### src/rtl/ata_stat_pkg.sv
package ata_stat_pkg;

    typedef enum logic [1:0] {
        ST_READY    = 2'd0,
        ST_BUSY     = 2'd1,
        ST_ERR_HOLD = 2'd2
    } dev_state_e;

    // Field order is the host-visible bit order, MSB first.
    typedef struct packed {
        logic bsy;
        logic drdy;
        logic dwf;
        logic dsc;
        logic drq;
        logic corr;
        logic idx;
        logic err;
    } stat_t;

    localparam int STAT_W = $bits(stat_t);

endpackage

### src/rtl/ata_stat_fsm.sv
module ata_stat_fsm
    import ata_stat_pkg::*;
(
    input  logic       clk,
    input  logic       rst_n,
    input  logic       cmd_ok,
    input  logic       op_done,
    input  logic       op_err,
    input  logic       stat_rd,
    output dev_state_e state,
    output logic       busy,
    output logic       err_hold,
    output logic       done_evt
);

    dev_state_e state_q, state_d;

    always_ff @(posedge clk or negedge rst_n) begin
        if (!rst_n) state_q <= ST_READY;
        else        state_q <= state_d;
    end

    always_comb begin
        state_d = state_q;
        unique case (state_q)
            ST_READY:    if (cmd_ok) state_d = ST_BUSY;
            ST_BUSY:     if (op_done) state_d = op_err ? ST_ERR_HOLD : ST_READY;
            ST_ERR_HOLD: begin
                if (cmd_ok)       state_d = ST_BUSY;
                else if (stat_rd) state_d = ST_READY;
            end
            default:     state_d = ST_READY;
        endcase
    end

    always_comb begin
        state    = state_q;
        busy     = (state_q == ST_BUSY);
        err_hold = (state_q == ST_ERR_HOLD);
        done_evt = (state_q == ST_BUSY) && op_done;
    end

endmodule

### src/rtl/ata_stat_flags.sv
module ata_stat_flags
    import ata_stat_pkg::*;
(
    input  logic  clk,
    input  logic  rst_n,
    input  logic  busy,
    input  logic  err_hold,
    input  logic  cmd_ok,
    input  logic  done_evt,
    input  logic  op_err,
    input  logic  wr_fault,
    input  logic  corr_evt,
    input  logic  ready_in,
    input  logic  dsc_in,
    input  logic  drq_in,
    output stat_t stat
);

    logic drdy_q, dwf_q, dsc_q, drq_q, corr_q, err_q;

    always_ff @(posedge clk or negedge rst_n) begin
        if (!rst_n) begin
            drdy_q <= 1'b0;
            dsc_q  <= 1'b0;
            drq_q  <= 1'b0;
        end else begin
            // DRDY is frozen while an error completion awaits acknowledge.
            if (!err_hold) drdy_q <= ready_in;
            dsc_q <= dsc_in;
            drq_q <= drq_in;
        end
    end

    always_ff @(posedge clk or negedge rst_n) begin
        if (!rst_n) begin
            err_q  <= 1'b0;
            dwf_q  <= 1'b0;
            corr_q <= 1'b0;
        end else if (cmd_ok) begin
            err_q  <= 1'b0;
            dwf_q  <= 1'b0;
            corr_q <= 1'b0;
        end else begin
            if (done_evt && op_err)  err_q  <= 1'b1;
            if (busy && wr_fault)    dwf_q  <= 1'b1;
            if (busy && corr_evt)    corr_q <= 1'b1;
        end
    end

    always_comb begin
        stat      = '0;
        stat.bsy  = busy;
        stat.drdy = drdy_q;
        stat.dwf  = dwf_q;
        stat.dsc  = dsc_q;
        stat.drq  = drq_q;
        stat.corr = corr_q;
        stat.idx  = 1'b0;
        stat.err  = err_q;
    end

endmodule

### src/rtl/ata_stat_irq.sv
module ata_stat_irq (
    input  logic clk,
    input  logic rst_n,
    input  logic done_evt,
    input  logic stat_rd,
    output logic irq_n
);

    logic pend_q;

    // A completion in the same cycle as an acknowledge wins.
    always_ff @(posedge clk or negedge rst_n) begin
        if (!rst_n)        pend_q <= 1'b0;
        else if (done_evt) pend_q <= 1'b1;
        else if (stat_rd)  pend_q <= 1'b0;
    end

    assign irq_n = ~pend_q;

endmodule

### src/rtl/ata_status_reg.sv
module ata_status_reg
    import ata_stat_pkg::*;
#(
    parameter int ADDR_W      = 3,
    parameter int CMD_W       = 8,
    parameter int ADDR_STATUS = 7,
    parameter int ADDR_ALT    = 6,
    parameter int ADDR_CMD    = 7
) (
    input  logic              clk,
    input  logic              rst_n,
    input  logic [ADDR_W-1:0] host_addr,
    input  logic              host_rd,
    input  logic              host_wr,
    input  logic [CMD_W-1:0]  host_wdata,
    output logic [STAT_W-1:0] host_rdata,
    output logic              irq_n,
    output logic              cmd_go,
    output logic [CMD_W-1:0]  cmd_code,
    input  logic              op_done,
    input  logic              op_err,
    input  logic              wr_fault,
    input  logic              corr_evt,
    input  logic              ready_in,
    input  logic              dsc_in,
    input  logic              drq_in
);

    localparam logic [ADDR_W-1:0] A_STAT = ADDR_W'(ADDR_STATUS);
    localparam logic [ADDR_W-1:0] A_ALT  = ADDR_W'(ADDR_ALT);
    localparam logic [ADDR_W-1:0] A_CMD  = ADDR_W'(ADDR_CMD);

    dev_state_e state_w;
    stat_t      stat_w;
    logic       busy_w, err_hold_w, done_w;
    logic       stat_rd, alt_rd, cmd_wr, cmd_ok;

    assign stat_rd = host_rd && (host_addr == A_STAT);
    assign alt_rd  = host_rd && (host_addr == A_ALT);
    assign cmd_wr  = host_wr && (host_addr == A_CMD);
    assign cmd_ok  = cmd_wr && !stat_w.bsy && stat_w.drdy && stat_w.dsc;

    ata_stat_fsm u_fsm (
        .clk      (clk),
        .rst_n    (rst_n),
        .cmd_ok   (cmd_ok),
        .op_done  (op_done),
        .op_err   (op_err),
        .stat_rd  (stat_rd),
        .state    (state_w),
        .busy     (busy_w),
        .err_hold (err_hold_w),
        .done_evt (done_w)
    );

    ata_stat_flags u_flags (
        .clk      (clk),
        .rst_n    (rst_n),
        .busy     (busy_w),
        .err_hold (err_hold_w),
        .cmd_ok   (cmd_ok),
        .done_evt (done_w),
        .op_err   (op_err),
        .wr_fault (wr_fault),
        .corr_evt (corr_evt),
        .ready_in (ready_in),
        .dsc_in   (dsc_in),
        .drq_in   (drq_in),
        .stat     (stat_w)
    );

    ata_stat_irq u_irq (
        .clk      (clk),
        .rst_n    (rst_n),
        .done_evt (done_w),
        .stat_rd  (stat_rd),
        .irq_n    (irq_n)
    );

    always_ff @(posedge clk or negedge rst_n) begin
        if (!rst_n) begin
            cmd_go   <= 1'b0;
            cmd_code <= '0;
        end else begin
            cmd_go <= cmd_ok;
            if (cmd_ok) cmd_code <= host_wdata;
        end
    end

    always_comb begin
        host_rdata = '0;
        if (stat_rd || alt_rd) host_rdata = stat_w;
    end

    logic unused_state;
    assign unused_state = ^state_w;

endmodule

### config.mk
export PLATFORM = sky130hd
export DESIGN_NAME = ata_status_reg
export DESIGN_NICKNAME = d
export VERILOG_FILES = /design/src/rtl/ata_stat_pkg.sv /design/src/rtl/ata_stat_fsm.sv /design/src/rtl/ata_stat_flags.sv /design/src/rtl/ata_stat_irq.sv /design/src/rtl/ata_status_reg.sv
export SDC_FILE = /design/constraint.sdc
export NUM_CORES = 1
export LEC_CHECK = 0
export BUFFER_PORTS_ARGS = -buffer_cell sky130_fd_sc_hd__buf_2
export CELL_PAD_IN_SITES_DETAIL_PLACEMENT = 0
export CELL_PAD_IN_SITES_GLOBAL_PLACEMENT = 1
export CORE_MARGIN = 10
export CORE_UTILIZATION = 29
export CTS_BUF_LIST = sky130_fd_sc_hd__clkbuf_4 sky130_fd_sc_hd__clkbuf_8 sky130_fd_sc_hd__clkbuf_16
export CTS_CLUSTER_SIZE = 28
export DETAILED_ROUTE_END_ITERATION = 6
export HOLD_SLACK_MARGIN = 0.15
export PLACE_DENSITY_LB_ADDON = 0.1
export RECOVER_POWER = 25
export SKIP_LAST_GASP = 1
export SYNTH_ARGS = -nofsm -noshare
export SYNTH_HDL_FRONTEND = slang
export SYNTH_SLANG_ARGS = --single-unit
export TNS_END_PERCENT = 50
### constraint.sdc
create_clock -name clk -period 1.3 [get_ports clk]
set_input_delay 0.13 -clock clk [delete_from_list [all_inputs] [get_ports clk]]
set_output_delay 0.13 -clock clk [all_outputs]
set_load 0.005 [all_outputs]
# Word level (Yosys, flattened, before mapping)
# Cells that the tools add are included.
[totals]
out_inout_bits = 18
reg_bits = 18
in_bits = 22
wordCells = 51
[op_classes]
n_reduce_logical = 18
n_bitwise = 1
eq_ne = 7
n_mux = 15
[op_table]
columns = ["operator", "n"]
rows = [
  ["$logic_and 1x1->1", 10],
  ["$mux 2", 5],
  ["$mux 1", 8],
  ["$mux 8", 1],
  ["$reduce_bool 2->1", 4],
  ["$eq 3x3->1 const B", 2],
  ["$pmux 2 s3", 1],
  ["$ne 2x2->1 const B", 2],
  ["$ne 3x3->1 const B", 1],
  ["$reduce_and 3->1", 1],
  ["$eq 2x1->1 const B", 1],
  ["$eq 2x2->1 const B", 1],
  ["$logic_not 2->1", 1],
  ["$logic_not 1->1", 1],
  ["$logic_or 1x1->1", 1],
  ["$not 1->1", 1],
]

# Logic depth before layout (Yosys ltp)
[depth]
word_depth = 7
mapped_depth = 4
ltp_nobuf = 3

# Hierarchy
# From an unflattened synthesis, not the netlist that was laid out.
[hier_totals]
hier_cells = 65
area_unflattened_um2 = 810.8
[by_module_without_submodules]
columns = ["module", "cells_per_inst", "n_inst", "area_per_inst_um2"]
rows = [
  ["ata_status_reg", 31, 1, 415.4],
  ["ata_stat_flags", 22, 1, 255.2],
  ["ata_stat_fsm", 9, 1, 100.1],
  ["ata_stat_irq", 3, 1, 40.0],
]

# Least setup slack after synthesis
# Ideal clock, no wire load.
[synth_timing]
path_kind = "reg2reg"
start = "register u_fsm.state_q[0] (netlist: u_fsm.state[0])"
end = "register cmd_code[1]"
stages_incl_launch_ff = 5
arrival_time_ps = 1215
t_required_ps = 1175
period_less_slack_ps = 1340
path_slack_ps = -40
setup_time_ps = 125
cell_sequence = "dfrtp_1 nor2b_4 nor3_4 buf_6 mux2_4"
[synth_between]
elab_chain_len = 5
[synth_lines]
columns = ["item", "line_no", "source"]
rows = [
  ["start, declared", "ata_stat_fsm.sv:16", "dev_state_e state_q, state_d;"],
  ["start signal, assigned", "ata_stat_fsm.sv:20", "else state_q <= state_d;"],
  ["$eq 2x1->1", "ata_stat_fsm.sv:38", "busy = (state_q == ST_BUSY);"],
  ["$logic_not 1->1", "ata_status_reg.sv:41", "assign cmd_ok = cmd_wr && !stat_w.bsy && stat_w.drdy && stat_w.dsc;"],
  ["$logic_and 1x1->1 (3 in series)", "ata_status_reg.sv:41", ""],
  ["net cmd_ok", "ata_status_reg.sv:36", "logic stat_rd, alt_rd, cmd_wr, cmd_ok;"],
  ["end signal, assigned", "ata_status_reg.sv:86", "if (cmd_ok) cmd_code <= host_wdata;"],
  ["end, declared", "ata_status_reg.sv:19", "output logic [CMD_W-1:0] cmd_code,"],
]
# The timed path passes the listed nets, and every way through them passes these cells.
# A chain may end at the register's enable or synchronous reset.

# Worst setup path after layout
[layout_timing]
start = "register u_fsm.state_q[0] (netlist: u_fsm.state[0])"
end = "register cmd_code[7]"
[layout_between]
elab_chain_len = 5
[layout_lines]
columns = ["item", "line_no"]
rows = [
  ["$eq 2x1->1", "ata_stat_fsm.sv:38"],
  ["$logic_not 1->1", "ata_status_reg.sv:41"],
  ["$logic_and 1x1->1 (3 in series)", "ata_status_reg.sv:41"],
]
# Every way passes these cells.

==> metrics.md <==
| Metric | Value |
|---|---|
| Gate Count Post-Synth | `57` |
| GRT Total Usage | `8.19%` |
| Hold EP | `u_fsm.state[0]` |
| CTS Buf Count | `3` |
| Mapped Avg Cell Area | `13.6 µm²` |
| CP delay by family, top | `flip-flops` |
| Max Fanout on Critical Path | `11` |
| R2R Path Start | `u_fsm.state[0]` |
| Syn_nets | `79` |
| Cells along the critical path | `nor2b_4, nor3_4, buf_12, mux2_2` |
| Fin. max-slew vios | `0` |
| Fin crit share | `104%` |
| TritonCTS clock tree | `yes` |
| Synth area leaders | `dfrtp_1, mux2_4, mux2_2, and2_1, nor3_4` |
| Worst EP required | `1480 ps` |
| Max Cap Viol | `0` |
| RD Place Congestion | `0.751` |
| Vias in the first global route | `770` |
| Slowest cell on the critical path | `dfrtp_1` |
| Final setup viols | `9` |
| Die ar. | `0.00514 mm²` |
| Crit path capture type | `register` |
| Hold Crit Class | `in -> reg` |
| Placed instance area | `0.00101 mm²` |
| RSZ-0062 raised after global routing | `true` |
| R2R depth | `4` |
| VDD IR max | `691 µV` |
| CTS Buffer Depth | `2` |
| Die width | `71.7 µm` |
| Post-DP HPWL | `1470 µm` |
| Final hold viol count | `0` |
| # H-tree levels | `1` |
| Min-delay src | `host_wr` |
| Post-synth top area share | `58.2%` |
| Buffers added on ports | `38` |
| CP peak stage delay | `400 ps` |
| Final clock skew | `5.69 ps` |
| Clock Sinks | `18` |
| CP Data Arrival Time | `1530 ps` |
| Post-Layout Inst Area | `0.00124 mm²` |
| First-pass GRT wire length | `3440 µm` |
| Worst hold slack | `174 ps` |
| Initial antenna violation count | `0` |
| Worst path bufs/invs | `1` |
| RR Endpoint | `cmd_code[7]` |
| Root buf cell | `clkbuf_4` |
| Crit path time final | `1360 ps` |
| Commonest non-fill, non-tap cell in the layout | `buf_2` |
| Layout area overhead | `60.3%` |
| Routed WL | `1940 µm` |
| FMAX | `737 MHz` |
| Setup_tns | `-231 ps` |
| Lkg Pwr | `0.000641 µW` |
| ANT cells | `0` |
| Launch point of the worst path | `u_fsm.state[0]` |
| Layout cells sized above 1 | `51.7%` |
| Cell taking the most area after synthesis | `dfrtp_1` |
| Worst skew pair latency | `290 ps` |
| Placed cell count | `125` |
| I/O pin total | `40` |
| Status | `complete, but fails checks` |
| Mapped cell area | `774 µm²` |
| Warnings from Yosys | `0` |
| Core ar. | `0.00252 mm²` |
| Clock transition at the registers of the reported paths | `100 ps` |
| GRT overflow | `0` |
| Layout Cells excl Fill | `148` |
| Cell variety after synth | `23` |
| Violated checks | `negative setup slack` |
| R2R Setup Slk | `-60 ps` |
| WL per Instance | `13.1 µm` |
| Initial DRC Count | `20` |
| Die Y | `71.7 µm` |
| Vias | `635` |
| Post-route DRC violation count | `0` |
| Detail Route Antenna Nets | `0` |
| Largest net degree at the start of global routing | `19` |
| Startpoint types | `register` |
| Fillers | `239` |
| Most frequent cells in the layout | `buf_2, dfrtp_1, dlygate4sd3_1, and2_1, mux2_4` |
| Pwr/cell area | `1130 mW/mm²` |
| Initial core utilization | `30.7%` |
| Hold path depth | `3` |
| Seq/Total Area, Yosys | `58.2%` |
| FP Rows | `18` |
| Synth Register Bits | `18` |
| 1st-pass router iterations | `2` |
| Setup ws final | `-56.1 ps` |
| Vias per cell | `4.29` |
| Setup CP Type | `reg -> reg` |
| Net count, final | `141` |
[power by group]
group | internal, µW | switching [µW] | leakage [µW]
clock | 170 | 165 | 0.0000210
combinational | 214 | 120 | 0.000390
sequential | 675 | 56.1 | 0.000230
total | 1060 | 341 | 0.000641
[Yosys cell counts]
library cell / number
dfrtp_1: 18
a22o_2: 1
mux2_2: 4
nor2_1: 2
nor2b_4: 1
mux2_4: 5
nand2_1: 1
a21oi_1: 3
and2_1: 6
nand4_2: 1
nand3_1: 1
nand4_1: 1
nor3_4: 1
nand2b_1: 2
buf_6: 1
o31ai_1: 1
conb_1: 1
inv_1: 2
buf_4: 1
or2b_1: 1
and2_2: 1
and3_1: 1
o21ai_0: 1
[registers in the layout, summed over array words and instances, names as in the netlist]
name            flops
u_flags.dsc_q       1
u_flags.err_q       1
u_irq.pend_q        1
u_flags.corr_q      1
u_flags.drdy_q      1
cmd_code            8
u_flags.drq_q       1
u_flags.dwf_q       1
cmd_go              1
u_fsm.state         2
[per-stage QoR]
step	power [µW]	setup WS, ps	util (%)
after floorplan	893	-9.12	-
after global placement	1040	-33.3	40.1
after detailed placement	1050	-54.9	40.1
after CTS	1430	-72.9	48.7
after global routing	1520	-108	49.2
final	1400	-56.1	49.2
[worst max path at each step]
stage	to	slack, ps	cells past startpoint
2_1_floorplan	cmd_code[1]	-9	4
3_3_place_gp	cmd_code[7]	-30	4
3_5_place_dp	cmd_code[7]	-50	4
4_1_cts	cmd_code[7]	-70	4
5_1_grt	cmd_code[0]	-110	4
6_report	cmd_code[7]	-60	4
[cell type report]
type,instances,area (µm²),share of cell area [%]
flip-flops and latches,18,450,36.3
well taps,30,37.5,3.02
multi-input cells,35,299,24.1
inverters,2,7.51,0.605
repair buffers,59,410,33.1
clock buffers,4,36.3,2.92
[what timing repair did]
action | in CTS | in global routing
pin swaps | 1 | 0
endpoints found under the setup margin | 9 | 9
gates resized for setup | 2 | 1
hold buffers | 16 | 0
endpoints found under the hold margin | 35 | 0
setup buffers | 2 | 1
[logic make-up (layout without fill, tap and decap cells)]
family	count (synthesis)	after routing	share of synthesized area (%)
AOI/OAI and AO/OA	6	6	4.85
and+or+nand+nor	19	19	17.6
other	1	1	0.484
DFF	18	18	58.2
muxes	9	9	15.5
buffers and inverters	4	65	3.39
[layer usage]
metal | vias to the layer above | wire, µm | global-route usage (%) | share of wire, %
li1 | 315 | - | - | -
met1 | 292 | 817 | 8.53 | 42
met2 | 24 | 912 | 13.7 | 47
met3 | 4 | 183 | 3.72 | 9.4
met4 | 0 | 25 | 3.87 | 1.3
met5 | - | 0 | 0 | 0
[worst register-to-register path, stage by stage (launching register included)]
cell and delay (ps):
dfrtp_1 400, nor2b_4 140, nor3_4 210, buf_12 160
mux2_2 340
Power figures use the tool's default switching activity.
